**config.mk**
```make
export PLATFORM = sky130hd
export DESIGN_NAME = axis_pktgen
export DESIGN_NICKNAME = d
export VERILOG_FILES = /design/src/rtl/pktgen_pkg.sv /design/src/rtl/pktgen_seq.sv /design/src/rtl/pktgen_pacer.sv /design/src/rtl/pktgen_data.sv /design/src/rtl/axis_pktgen.sv
export SDC_FILE = /design/constraint.sdc
export NUM_CORES = 1
export LEC_CHECK = 0
export BUFFER_PORTS_ARGS = -buffer_cell sky130_fd_sc_hd__buf_2
export CAP_MARGIN = 5
export CORE_UTILIZATION = 55
export DETAILED_ROUTE_END_ITERATION = 6
export PLACE_DENSITY_LB_ADDON = 0.3
export SYNTH_ARGS = -nofsm -noshare
export SYNTH_HDL_FRONTEND = slang
export SYNTH_SLANG_ARGS = --single-unit
```
**constraint.sdc**
```tcl
create_clock -name clk -period 4.4 [get_ports clk]
set_input_delay 0.44 -clock clk [delete_from_list [all_inputs] [get_ports clk]]
set_output_delay 0.44 -clock clk [all_outputs]
set_load 0.01 [all_outputs]
```
**src/rtl/pktgen_pkg.sv**
```systemverilog
package pktgen_pkg;
  typedef enum logic {
    RUN_IDLE   = 1'b0,
    RUN_ACTIVE = 1'b1
  } run_state_e;
endpackage

```
**src/rtl/pktgen_seq.sv**
```systemverilog
module pktgen_seq
  import pktgen_pkg::*;
#(
  parameter int BEAT_W = 16,
  parameter int PKT_W  = 16
) (
  input  logic              clk,
  input  logic              rst_n,
  input  logic              clear,
  input  logic              start,
  input  logic [BEAT_W-1:0] beats_m1,
  input  logic [PKT_W-1:0]  pkts_m1,
  input  logic              accept,
  output logic              launch,
  output logic              busy,
  output logic              last
);
  run_state_e        state_q, state_d;
  logic [BEAT_W-1:0] beat_q, beat_d, beats_q, beats_d;
  logic [PKT_W-1:0]  pkt_q, pkt_d, pkts_q, pkts_d;
  logic              beat_wrap;
  logic              run_done;

  assign launch    = start && (state_q == RUN_IDLE) && !clear;
  assign beat_wrap = (beat_q == beats_q);
  assign run_done  = (pkt_q == pkts_q);
  assign busy      = (state_q == RUN_ACTIVE);
  assign last      = busy && beat_wrap;

  always_comb begin
    state_d = state_q;
    beat_d  = beat_q;
    pkt_d   = pkt_q;
    beats_d = beats_q;
    pkts_d  = pkts_q;
    if (clear) begin
      state_d = RUN_IDLE;
      beat_d  = '0;
      pkt_d   = '0;
    end else if (launch) begin
      state_d = RUN_ACTIVE;
      beat_d  = '0;
      pkt_d   = '0;
      beats_d = beats_m1;
      pkts_d  = pkts_m1;
    end else if (accept && busy) begin
      if (beat_wrap) begin
        beat_d = '0;
        if (run_done) begin
          state_d = RUN_IDLE;
          pkt_d   = '0;
        end else begin
          pkt_d = pkt_q + 1'b1;
        end
      end else begin
        beat_d = beat_q + 1'b1;
      end
    end
  end

  always_ff @(posedge clk or negedge rst_n) begin
    if (!rst_n) begin
      state_q <= RUN_IDLE;
      beat_q  <= '0;
      pkt_q   <= '0;
      beats_q <= '0;
      pkts_q  <= '0;
    end else begin
      state_q <= state_d;
      beat_q  <= beat_d;
      pkt_q   <= pkt_d;
      beats_q <= beats_d;
      pkts_q  <= pkts_d;
    end
  end
endmodule

```
**src/rtl/pktgen_pacer.sv**
```systemverilog
module pktgen_pacer #(
  parameter int GAP_W   = 8,
  parameter bit PACE_EN = 1'b1
) (
  input  logic             clk,
  input  logic             rst_n,
  input  logic             clear,
  input  logic             launch,
  input  logic             accept,
  input  logic [GAP_W-1:0] gap,
  output logic             ready
);
  generate
    if (PACE_EN) begin : g_pace
      logic [GAP_W-1:0] gap_q, gap_d;
      logic [GAP_W-1:0] wait_q, wait_d;

      always_comb begin
        gap_d  = gap_q;
        wait_d = wait_q;
        if (clear) begin
          wait_d = '0;
        end else if (launch) begin
          gap_d  = gap;
          wait_d = '0;
        end else if (accept) begin
          wait_d = gap_q;
        end else if (wait_q != '0) begin
          wait_d = wait_q - 1'b1;
        end
      end

      always_ff @(posedge clk or negedge rst_n) begin
        if (!rst_n) begin
          gap_q  <= '0;
          wait_q <= '0;
        end else begin
          gap_q  <= gap_d;
          wait_q <= wait_d;
        end
      end

      assign ready = (wait_q == '0);
    end else begin : g_free
      logic unused_in;
      assign unused_in = clk ^ rst_n ^ clear ^ launch ^ accept ^ (^gap);
      assign ready     = 1'b1;
    end
  endgenerate
endmodule

```
**src/rtl/pktgen_data.sv**
```systemverilog
module pktgen_data #(
  parameter int DATA_W = 32
) (
  input  logic              clk,
  input  logic              rst_n,
  input  logic              clear,
  input  logic              launch,
  input  logic              accept,
  output logic [DATA_W-1:0] data
);
  logic [DATA_W-1:0] cnt_q, cnt_d;

  always_comb begin
    cnt_d = cnt_q;
    if (clear || launch) begin
      cnt_d = '0;
    end else if (accept) begin
      cnt_d = cnt_q + 1'b1;
    end
  end

  always_ff @(posedge clk or negedge rst_n) begin
    if (!rst_n) cnt_q <= '0;
    else        cnt_q <= cnt_d;
  end

  assign data = cnt_q;
endmodule

```
**src/rtl/axis_pktgen.sv**
```systemverilog
module axis_pktgen #(
  parameter int DATA_W  = 32,
  parameter int BEAT_W  = 16,
  parameter int PKT_W   = 16,
  parameter int GAP_W   = 8,
  parameter bit PACE_EN = 1'b1
) (
  input  logic              clk,
  input  logic              rst_n,
  input  logic              ctl_clear,
  input  logic              ctl_start,
  input  logic [BEAT_W-1:0] cfg_beats_m1,
  input  logic [PKT_W-1:0]  cfg_pkts_m1,
  input  logic [GAP_W-1:0]  cfg_gap,
  output logic              busy,
  output logic              m_tvalid,
  input  logic              m_tready,
  output logic [DATA_W-1:0] m_tdata,
  output logic              m_tlast
);
  localparam int SYNC_STAGES = 2;

  logic [SYNC_STAGES-1:0] rst_pipe_q;
  logic                   srst_n;
  logic                   launch;
  logic                   accept;
  logic                   pace_ok;
  logic                   seq_busy;
  logic                   seq_last;

  always_ff @(posedge clk or negedge rst_n) begin
    if (!rst_n) rst_pipe_q <= '0;
    else        rst_pipe_q <= {rst_pipe_q[SYNC_STAGES-2:0], 1'b1};
  end
  assign srst_n = rst_pipe_q[SYNC_STAGES-1];

  assign m_tvalid = seq_busy && pace_ok;
  assign accept   = m_tvalid && m_tready;
  assign busy     = seq_busy;
  assign m_tlast  = seq_last;

  pktgen_seq #(.BEAT_W(BEAT_W), .PKT_W(PKT_W)) u_seq (
    .clk      (clk),
    .rst_n    (srst_n),
    .clear    (ctl_clear),
    .start    (ctl_start),
    .beats_m1 (cfg_beats_m1),
    .pkts_m1  (cfg_pkts_m1),
    .accept   (accept),
    .launch   (launch),
    .busy     (seq_busy),
    .last     (seq_last)
  );

  pktgen_pacer #(.GAP_W(GAP_W), .PACE_EN(PACE_EN)) u_pacer (
    .clk    (clk),
    .rst_n  (srst_n),
    .clear  (ctl_clear),
    .launch (launch),
    .accept (accept),
    .gap    (cfg_gap),
    .ready  (pace_ok)
  );

  pktgen_data #(.DATA_W(DATA_W)) u_data (
    .clk    (clk),
    .rst_n  (srst_n),
    .clear  (ctl_clear),
    .launch (launch),
    .accept (accept),
    .data   (m_tdata)
  );
endmodule

```
Yosys cells after proc, flatten, opt, wreduce, memory -nomap -nowiden

Cells that the tools add are included.

Flip-flop bits (word level): 115
Latch bits: 0
Bits in writable memories: 0
ROM bits: 0
Input port bits: 45
Output and inout port bits: 35
Logic and storage cells: 55
Memories kept: 0

Add/sub/neg operators: 4
Multiply operators: 0
Div/mod/pow operators: 0
Magnitude comparators: 0
Equal/unequal tests: 2
Shift operators: 0
Muxes and demuxes: 20
Bitwise operators: 2
Reductions and logical operators: 18

Operator list:

| cell                                              | count |
|---|---|
| two-way mux 16 bit                                | 9 |
| two-way mux 32 bit                                | 2 |
| adder 16 x 1 -> 16 bit (second input constant)    | 2 |
| adder 32 x 1 -> 32 bit (second input constant)    | 1 |
| equality test 16 bit                              | 2 |
| two-way mux 8 bit                                 | 4 |
| nonzero test 3 bit                                | 3 |
| logical NOT 8 bit                                 | 1 |
| nonzero test 8 bit                                | 1 |
| subtractor 8 x 1 -> 8 bit (second input constant) | 1 |
| logical AND 1 bit                                 | 6 |
| two-way mux 1 bit                                 | 5 |
| AND reduction 2 bit                               | 2 |
| nonzero test 4 bit                                | 1 |
| AND reduction 3 bit                               | 1 |
| NOT 1 bit                                         | 2 |
| nonzero test 2 bit                                | 1 |
| logical NOT 1 bit                                 | 1 |
| logical OR 1 bit                                  | 1 |

Depth between registers and ports, before layout

Gate-level depths: netlist (run 1).

Word-level depth: 7
Mapped depth: 10
Depth with buffers taken out: 8

Modules after synthesis

From an unflattened synthesis (run 1), not the netlist that was laid out.

Cell total of the unflattened synthesis: 560
Area total of the unflattened synthesis: 5963.2 um^2

Modules (own cells, without submodules):

| module       | times used | cells an instance | area an instance (um^2) | sequential area each (um^2) |
|---|---|---|---|---|
| pktgen_seq   | 1          | 306               | 3344.5                  | 1626.6 |
| pktgen_data  | 1          | 175               | 1716.6                  | 800.8 |
| pktgen_pacer | 1          | 74                | 835.8                   | 400.4 |
| axis_pktgen  | 1          | 5                 | 66.3                    | 50.0 |

Worst setup path before layout (run 1)

No wires, ideal clock.

Path type: reg2reg
From: reg u_pacer.g_pace.wait_q[0]
To: reg u_seq.pkt_q[12]
Library setup time: 129 ps
Arrival: 2001 ps
Data required time: 4271 ps
Setup slack: 2270 ps
Stages on the path, launching flop included: 11
Path buffers: 2
Period minus slack after synthesis: 2130 ps
Path through: dfrtp_1 inv_1 ha_1 nor3b_1 nand2_1 nor2_4 a21oi_2 buf_2 clkbuf_1 o21ai_0 o41ai_1

Longest elaborated chain between the ends: 6

RTL lines:

| element                              | RTL line           | RTL |
|---|---|---|
| start: declaration                   | pktgen_pacer.sv:16 | `logic [GAP_W-1:0] wait_q, wait_d;` |
| start signal: assignment             | pktgen_pacer.sv:39 | `wait_q <= wait_d;` |
| logical NOT 8 bit                    | pktgen_pacer.sv:43 | `assign ready = (wait_q == '0);` |
| logical AND 1 bit                    | axis_pktgen.sv:37  | `assign m_tvalid = seq_busy && pace_ok;` |
| logical AND 1 bit                    | axis_pktgen.sv:38  | `assign accept = m_tvalid && m_tready;` |
| logical AND 1 bit                    | pktgen_seq.sv:46   | `end else if (accept && busy) begin` |
| nonzero test 3 bit (no source line)  | -                  |  |
| AND reduction 2 bit (no source line) | -                  |  |
| end signal: assignment               | pktgen_seq.sv:71   | `pkt_q <= pkt_d;` |
| end: declaration                     | pktgen_seq.sv:20   | `logic [PKT_W-1:0] pkt_q, pkt_d, pkts_q, pkts_d;` |

No other way between the ends.
A chain may end at the register's enable or synchronous reset.

Worst setup path after layout (run 1)

From: reg u_pacer.g_pace.wait_q[0]
To: reg u_data.cnt_q[21], in the netlist u_data.data[21]

Longest elaborated chain between the ends: 4

RTL lines:

| element                             | RTL line           | RTL |
|---|---|---|
| logical NOT 8 bit                   | pktgen_pacer.sv:43 |  |
| logical AND 1 bit                   | axis_pktgen.sv:37  |  |
| logical AND 1 bit                   | axis_pktgen.sv:38  |  |
| nonzero test 2 bit (no source line) | -                  |  |
| end signal: assignment              | pktgen_data.sv:24  | `else cnt_q <= cnt_d;` |
| end: declaration                    | pktgen_data.sv:11  | `logic [DATA_W-1:0] cnt_q, cnt_d;` |

No other way between the ends.

==> impl_metrics.yaml, run 1 <==
run_status:
  outcome: "completed"
sta:
  drv_slew: 0
  finalWorstSetupSlack_ns: 1.56
  timing.setup.tns_ns: 0
  setup_viol: 0
  grt_setup_unrepaired: "no"
  fin_worst_skew_ns: 0.00718
  fin_crit_sh: 0.645
  fin_crit_ns: 2.84
  clock.fmax_mhz: 352
  hold_viol: 0
  tightest_slew_ns: 1.10
  hold-worst-slack_ns: 0.149
  relSlewSlack: 0.265
synthesis:
  yosysTopAreaCellShare: 0.503
  synth-seq-area-share: 0.503
  synth.distinct_cells: 44
  synth_seq_cells: 115
  synth_nets: 592
  synth_edf_count: 0
  synth.avg_cell_area_um2: 10.6
  syn_inst: 542
  async_flop_share: 1.00
  synth-warning-count: 0
  netlist_area_um2: 5720
  synthTopCellsByArea: "dfrtp_1, mux2_2, xnor2_1, nor2_1, xor2_1"
  synth_area_leader_cell: "dfrtp_1"
  synth_ff_type: "dfrtp_1"
setup_path:
  crit_buf_inv: 1
  startpoint_type: "register"
  cpMostUsedCell: "nand3_1"
  r2r_start: "u_pacer.g_pace.wait_q[0]$_DFFE_PN0P_"
  cp_max_fo: 16
  required_ns: 4.83
  reg2reg_to: "u_data.data[21]$_DFFE_PN0P_"
  slowest_stage: "nand3_1"
  cp_cell_sequence: "inv_1 -> ha_1 -> nor3b_1 -> nand3_1 -> nand2_1 -> nand3_1 -> or3_1 -> a21oi_1"
  end_kind: "register"
  cp-startpoint: "u_pacer.g_pace.wait_q[0]$_DFFE_PN0P_"
  slowest_delay_ns: 0.56
  arrival_ns: 3.27
  reg2reg_depth: 8
  critical_path.top_delay_family: "simple AND/OR/NAND/NOR gates"
  crit_type: "reg2reg"
  reg2reg_slack_ns: 1.56
placement:
  port_buffers: 79
  place_ws_ns: 1.59
  dp.cells: 736
  place_hpwl_mm: 7.85
  place.gp.congestion: 0.823
  dpl_cell_area_um2: 6230
power:
  swShare: 0.265
  internal_power_mw: 2.55
  p_per_area_nw_per_um2: 501
  seqPwrFrac: 0.385
  ir_drop_mv: 0.278
  p_switching_mw: 0.918
  p_leak_nw: 3.05
  power_mw: 3.47
  pwr-share-comb: 0.167
  clockPowerShare: 0.448
floorplan:
  die_h_um: 104
  rows: 36
  die_w_um: 104
  start_util: 0.577
  core_um2: 9910
  die_area_um2: 10800
  num_io_pins: 80
routing:
  antenna_left: 0
  vias: 4287
  dr.pass1.iters: 5
  drc: 0
  viasPerCell: 5.57
  post_drt_wl_per_cell_um: 15.1
  totalWireLength_mm: 11.6
  first_iter_violations: 204
worst_hold_path:
  worst_hold_path_type: "in2reg"
  min_to: "u_seq.beats_q[7]$_DFFE_PN0P_"
  hold_depth: 2
  hp-start: "cfg_beats_m1[7]"
global_routing:
  grt_usage: 0.233
  grt_pass1_wl_mm: 20.0
  antenna_found_initial: 0
  grt_pass1_vias: 4182
  grt_overflow: 0
  grt_max_degree: 76
final_layout:
  utilization: 0.698
  syn2layout_area_growth_pct: 20.8
  final_cells: 769
  drive_gt1_frac: 0.263
  diodes: 0
  stdcell_area_um2: 6910
  layout.nets: 673
cts:
  htree_levels: 4
  cts_buffer_depth: 2
  cts_root_buf: "clkbuf_8"
  cts_tree: "yes"
  path_clk_slew_ns: 0.06
  cts_resized: 0
  insertion_delay_ns: 0.52
  cts_buffers: 17
  clock_sink_count: 115
flow_run:
  cap_violations: 0
cell families after synthesis:
group,after synthesis,share of synthesized area
mux,40,0.0787
fa+ha+maj,5,0.0109
other cells,1,0.000655
buf+inv,27,0.0186
xor+xnor,74,0.113
simple gates,216,0.204
flops,115,0.503
compound gates,64,0.0709
layer usage:
metal  track usage  routed length [um]
met1         0.311                5400
met2         0.372                5580
met4        0.0827                  98
met5             0                   0
met3        0.0558                 537
how the worst max path moves through the flow:
stage	end	slack, ns	cells after the start
global placement	u_data.data[23]$_DFFE_PN0P_	1.65	8
floorplan	u_data.data[0]$_DFFE_PN0P_	0.96	0
detailed placement	u_data.data[21]$_DFFE_PN0P_	1.59	8
global route	u_data.data[23]$_DFFE_PN0P_	1.21	8
CTS	u_data.data[21]$_DFFE_PN0P_	1.56	8
finish	u_data.data[21]$_DFFE_PN0P_	1.56	8
layout make-up:
class / count / area [um^2]
Sequential cell: 115 / 2880
Multi-Input combinational cell: 400 / 2750
Tap cell: 133 / 166
Clock buffer: 19 / 442
Timing Repair Buffer: 81 / 413
Inverter: 8 / 30.0
Clock inverter: 13 / 230
Fill cell: 726 / 3000
power groups by stage:
stage | Sequential [mW] | Clock (mW) | Combinational, mW
after floorplan | 1.32 | 0 | 0.464
after global placement | 1.34 | 0 | 0.557
after detailed placement | 1.35 | 0 | 0.574
after CTS | 1.34 | 1.57 | 0.587
after global routing | 1.36 | 1.63 | 0.645
final | 1.33 | 1.55 | 0.580
cell usage in the layout, fill, tap and decap left out, types with 2 or more instances in the layout:
cell type	synthesis	final
xnor2_1	49	49
ha_1	5	5
clkinv_2	0	2
nor4_4	3	3
nor3b_1	5	5
nand2_1	38	38
a211oi_1	10	10
a22o_1	5	5
bufinv_16	0	6
nand4_1	22	22
nand3_1	21	21
buf_2	4	79
clkbuf_16	0	16
o31ai_1	3	3
o21ai_0	27	27
mux2_2	40	40
or3_1	6	6
a21o_1	5	5
nand2b_1	7	7
xor2_1	25	25
inv_1	8	8
clkinv_4	0	2
and4_1	3	3
nor2_4	1	2
and3_1	10	10
dfrtp_1	115	114
and2_1	5	5
nor3_1	15	15
o41ai_1	2	2
nor2_1	67	66
nand3b_1	2	2
clkbuf_8	0	3
clkinvlp_4	0	3
a21oi_1	8	8
nor3_2	3	3
cell usage after synthesis (all sizes together) (6+ instances only):
master / n
buf: 9
nand2: 38
nor3b: 6
a211oi: 10
o21ai: 27
nand4: 22
nor2: 68
clkbuf: 10
xnor2: 49
nand2b: 7
a21oi: 9
mux2: 40
or3: 6
and3: 10
inv: 8
xor2: 25
dfrtp: 115
nor3: 18
nand3: 21
worst reg2reg max path: cells and delay by family (launching register included):
kind | cells | cell delay, ns
AND/OR/NAND/NOR | 5 | 1.96
flip-flops | 1 | 0.41
AO/OA/AOI/OAI | 1 | 0.16
adder cells (fa/ha/maj) | 1 | 0.13
buffers and inverters | 1 | 0.09
sequential cells by signal (all words and copies together), names as in the netlist:
name / cells
rst_pipe_q: 2
u_data.data: 32
u_pacer.g_pace.gap_q: 8
u_pacer.g_pace.wait_q: 8
u_seq.beat_q: 16
u_seq.beats_q: 16
u_seq.busy: 1
u_seq.pkt_q: 16
u_seq.pkts_q: 16
timing repair:
item                                   in CTS  in global routing
hold buffers                                1                  0
setup buffers                               0                  0
endpoints found under the hold margin       2                  0
Note: power is estimated with default switching activity, not from simulation.
==> run 2, diff against run 1 <==
==> constraint.sdc (replaced) <==
create_clock -name clk -period 2.7 [get_ports clk]
set_input_delay 0.27 -clock clk [delete_from_list [all_inputs] [get_ports clk]]
set_output_delay 0.27 -clock clk [all_outputs]
set_load 0.01 [all_outputs]
==> impl_metrics.yaml, run 2 (same netlist as run 1, synthesis figures left out) <==
global_routing:
  antenna_found_initial: 0
  grt_max_degree: 58
  grt_overflow: 0
  grt_pass1_vias: 4716
  grt_usage: 0.260
  grt_pass1_wl_mm: 22.3
setup_path:
  required_ns: 2.43
  end_kind: "output port"
  arrival_ns: 2.18
  reg2reg_slack_ns: 0.32
  reg2reg_depth: 5
  reg2reg_to: "u_seq.pkt_q[5]$_DFFE_PN0P_"
  startpoint_type: "register"
  cp_max_fo: 7
  crit_type: "reg2out"
  r2r_start: "u_seq.busy$_DFFE_PN0P_"
cts:
  path_clk_slew_ns: 0.06
  cts_buffers: 17
  htree_levels: 4
  cts_tree: "yes"
  clock_sink_count: 115
  cts_buffer_depth: 2
  cts_setup_buffers: 0
  cts_root_buf: "clkbuf_8"
  insertion_delay_ns: 0.51
final_layout:
  final_common_cell: "dfrtp_1"
  utilization: 0.737
  layout.nets: 723
  multi_input_area_um2: 2750
  diodes: 0
  syn2layout_area_growth_pct: 27.6
  largest_reg_flops: 32
  num-fill-cells: 717
  register_area_um2: 2880
  drive_gt1_frac: 0.259
  layout_common_cells: "dfrtp_1, buf_2, nor2_1, xnor2_1, mux2_2"
floorplan:
  start_util: 0.577
  num_io_pins: 80
  die_w_um: 104
  core_um2: 9910
  die_area_um2: 10800
  rows: 36
  die_h_um: 104
sta:
  timing.setup.tns_ns: 0
  tightest_slew_ns: 0.781
  fin_worst_skew_ns: 0.00828
  drv_slew: 0
  setup_viol: 0
  relSlewSlack: 0.477
  hold_viol: 0
  grt_setup_unrepaired: "no"
  hold-worst-slack_ns: 0.0153
  fin_crit_ns: 2.45
  clock.fmax_mhz: 408
  fin_crit_sh: 0.909
power:
  p_per_area_nw_per_um2: 738
  p_switching_mw: 1.53
  seqPwrFrac: 0.403
  swShare: 0.284
  internal_power_mw: 3.86
  pwr-share-comb: 0.195
  p_leak_nw: 3.23
  clockPowerShare: 0.401
  ir_drop_mv: 0.464
routing:
  vias: 4558
  totalWireLength_mm: 12.9
  first_iter_violations: 258
  drc: 0
  dr.pass1.iters: 5
  antenna_left: 0
  viasPerCell: 5.57
  post_drt_wl_per_cell_um: 15.7
worst_hold_path:
  hold_depth: 2
  hp-start: "cfg_pkts_m1[15]"
  min_to: "u_seq.pkts_q[15]$_DFFE_PN0P_"
  worst_hold_path_type: "in2reg"
run_status:
  outcome: "completed"
placement:
  place.gp.congestion: 0.838
  place_hpwl_mm: 8.28
  port_buffers: 79
flow_run:
  cap_violations: 0
## run 2: cell types whose count changed in the layout (fill, tap and decap cells not counted), moves of 2 or more
cell,change
bufinv_16,-4
clkinv_2,+2
buf_4,+11
dlygate4sd3_1,+38
inv_6,+2
## run 2: critical path, cell delays in order, from the launching register on
cell,delay [ns]
dfrtp_1,0.47
xnor2_1,0.20
nand4_1,0.17
nor4_4,0.36
buf_4,0.20
and2_1,0.13
buf_2,0.15
## run 2: metal layers
metal / GRT usage / wire length, um
met5: 0 / 0
met4: 0.107 / 280
met2: 0.441 / 6590
met3: 0.0457 / 541
met1: 0.328 / 5490
## run 2: how the worst max path moves through the flow
stage               slack [ns]                                 start  depth (start not counted)                     endpoint
CTS                       0.19           u_seq.beat_q[9]$_DFFE_PN0P_                          6                      m_tlast
floorplan                 0.57  u_pacer.g_pace.wait_q[0]$_DFFE_PN0P_                         10  u_seq.pkt_q[12]$_DFFE_PN0P_
finish                    0.25           u_seq.beat_q[9]$_DFFE_PN0P_                          6                      m_tlast
detailed placement        0.32                             ctl_start                          6   u_seq.pkt_q[5]$_DFFE_PN0P_
global route              0.08  u_pacer.g_pace.wait_q[0]$_DFFE_PN0P_                          9   u_seq.pkt_q[5]$_DFFE_PN0P_
global placement          0.45                             ctl_start                          6   u_seq.pkt_q[5]$_DFFE_PN0P_
## run 2: power by group through the flow
stage | sequential (mW) | clock (mW) | combinational (mW)
6_report | 2.17 | 2.16 | 1.05
5_1_grt | 2.21 | 2.27 | 1.16
4_1_cts | 2.18 | 2.18 | 1.06
3_5_place_dp | 2.20 | 0 | 0.996
3_3_place_gp | 2.19 | 0 | 0.968
2_1_floorplan | 2.15 | 0 | 0.756
## run 2: through the flow
stage	cells	cell area, um^2	worst slack [ns]	total power [mW]
6_report	819	7300	0.247	5.39
5_1_grt	819	7300	0.0794	5.64
4_1_cts	819	7300	0.194	5.42
3_5_place_dp	748	6330	0.317	3.20
3_3_place_gp	748	6330	0.448	3.15
2_1_floorplan	542	5720	0.570	2.91
## run 2: area by class of cell
| type | count | share of cell area |
|---|---|---|
| multi-input combinational | 400 | 0.377 |
| clock inverter | 12 | 0.0178 |
| clock buffer | 20 | 0.0610 |
| timing repair buffer | 131 | 0.123 |
| inverter | 8 | 0.00411 |
| sequential | 115 | 0.395 |
| tap | 133 | 0.0228 |
## run 2: what timing repair did
| item | 4_1_cts | 5_1_grt |
|---|---|---|
| resized for setup | 0 | 0 |
| endpoints found under the hold margin | 40 | 0 |
| hold buffers | 39 | 0 |
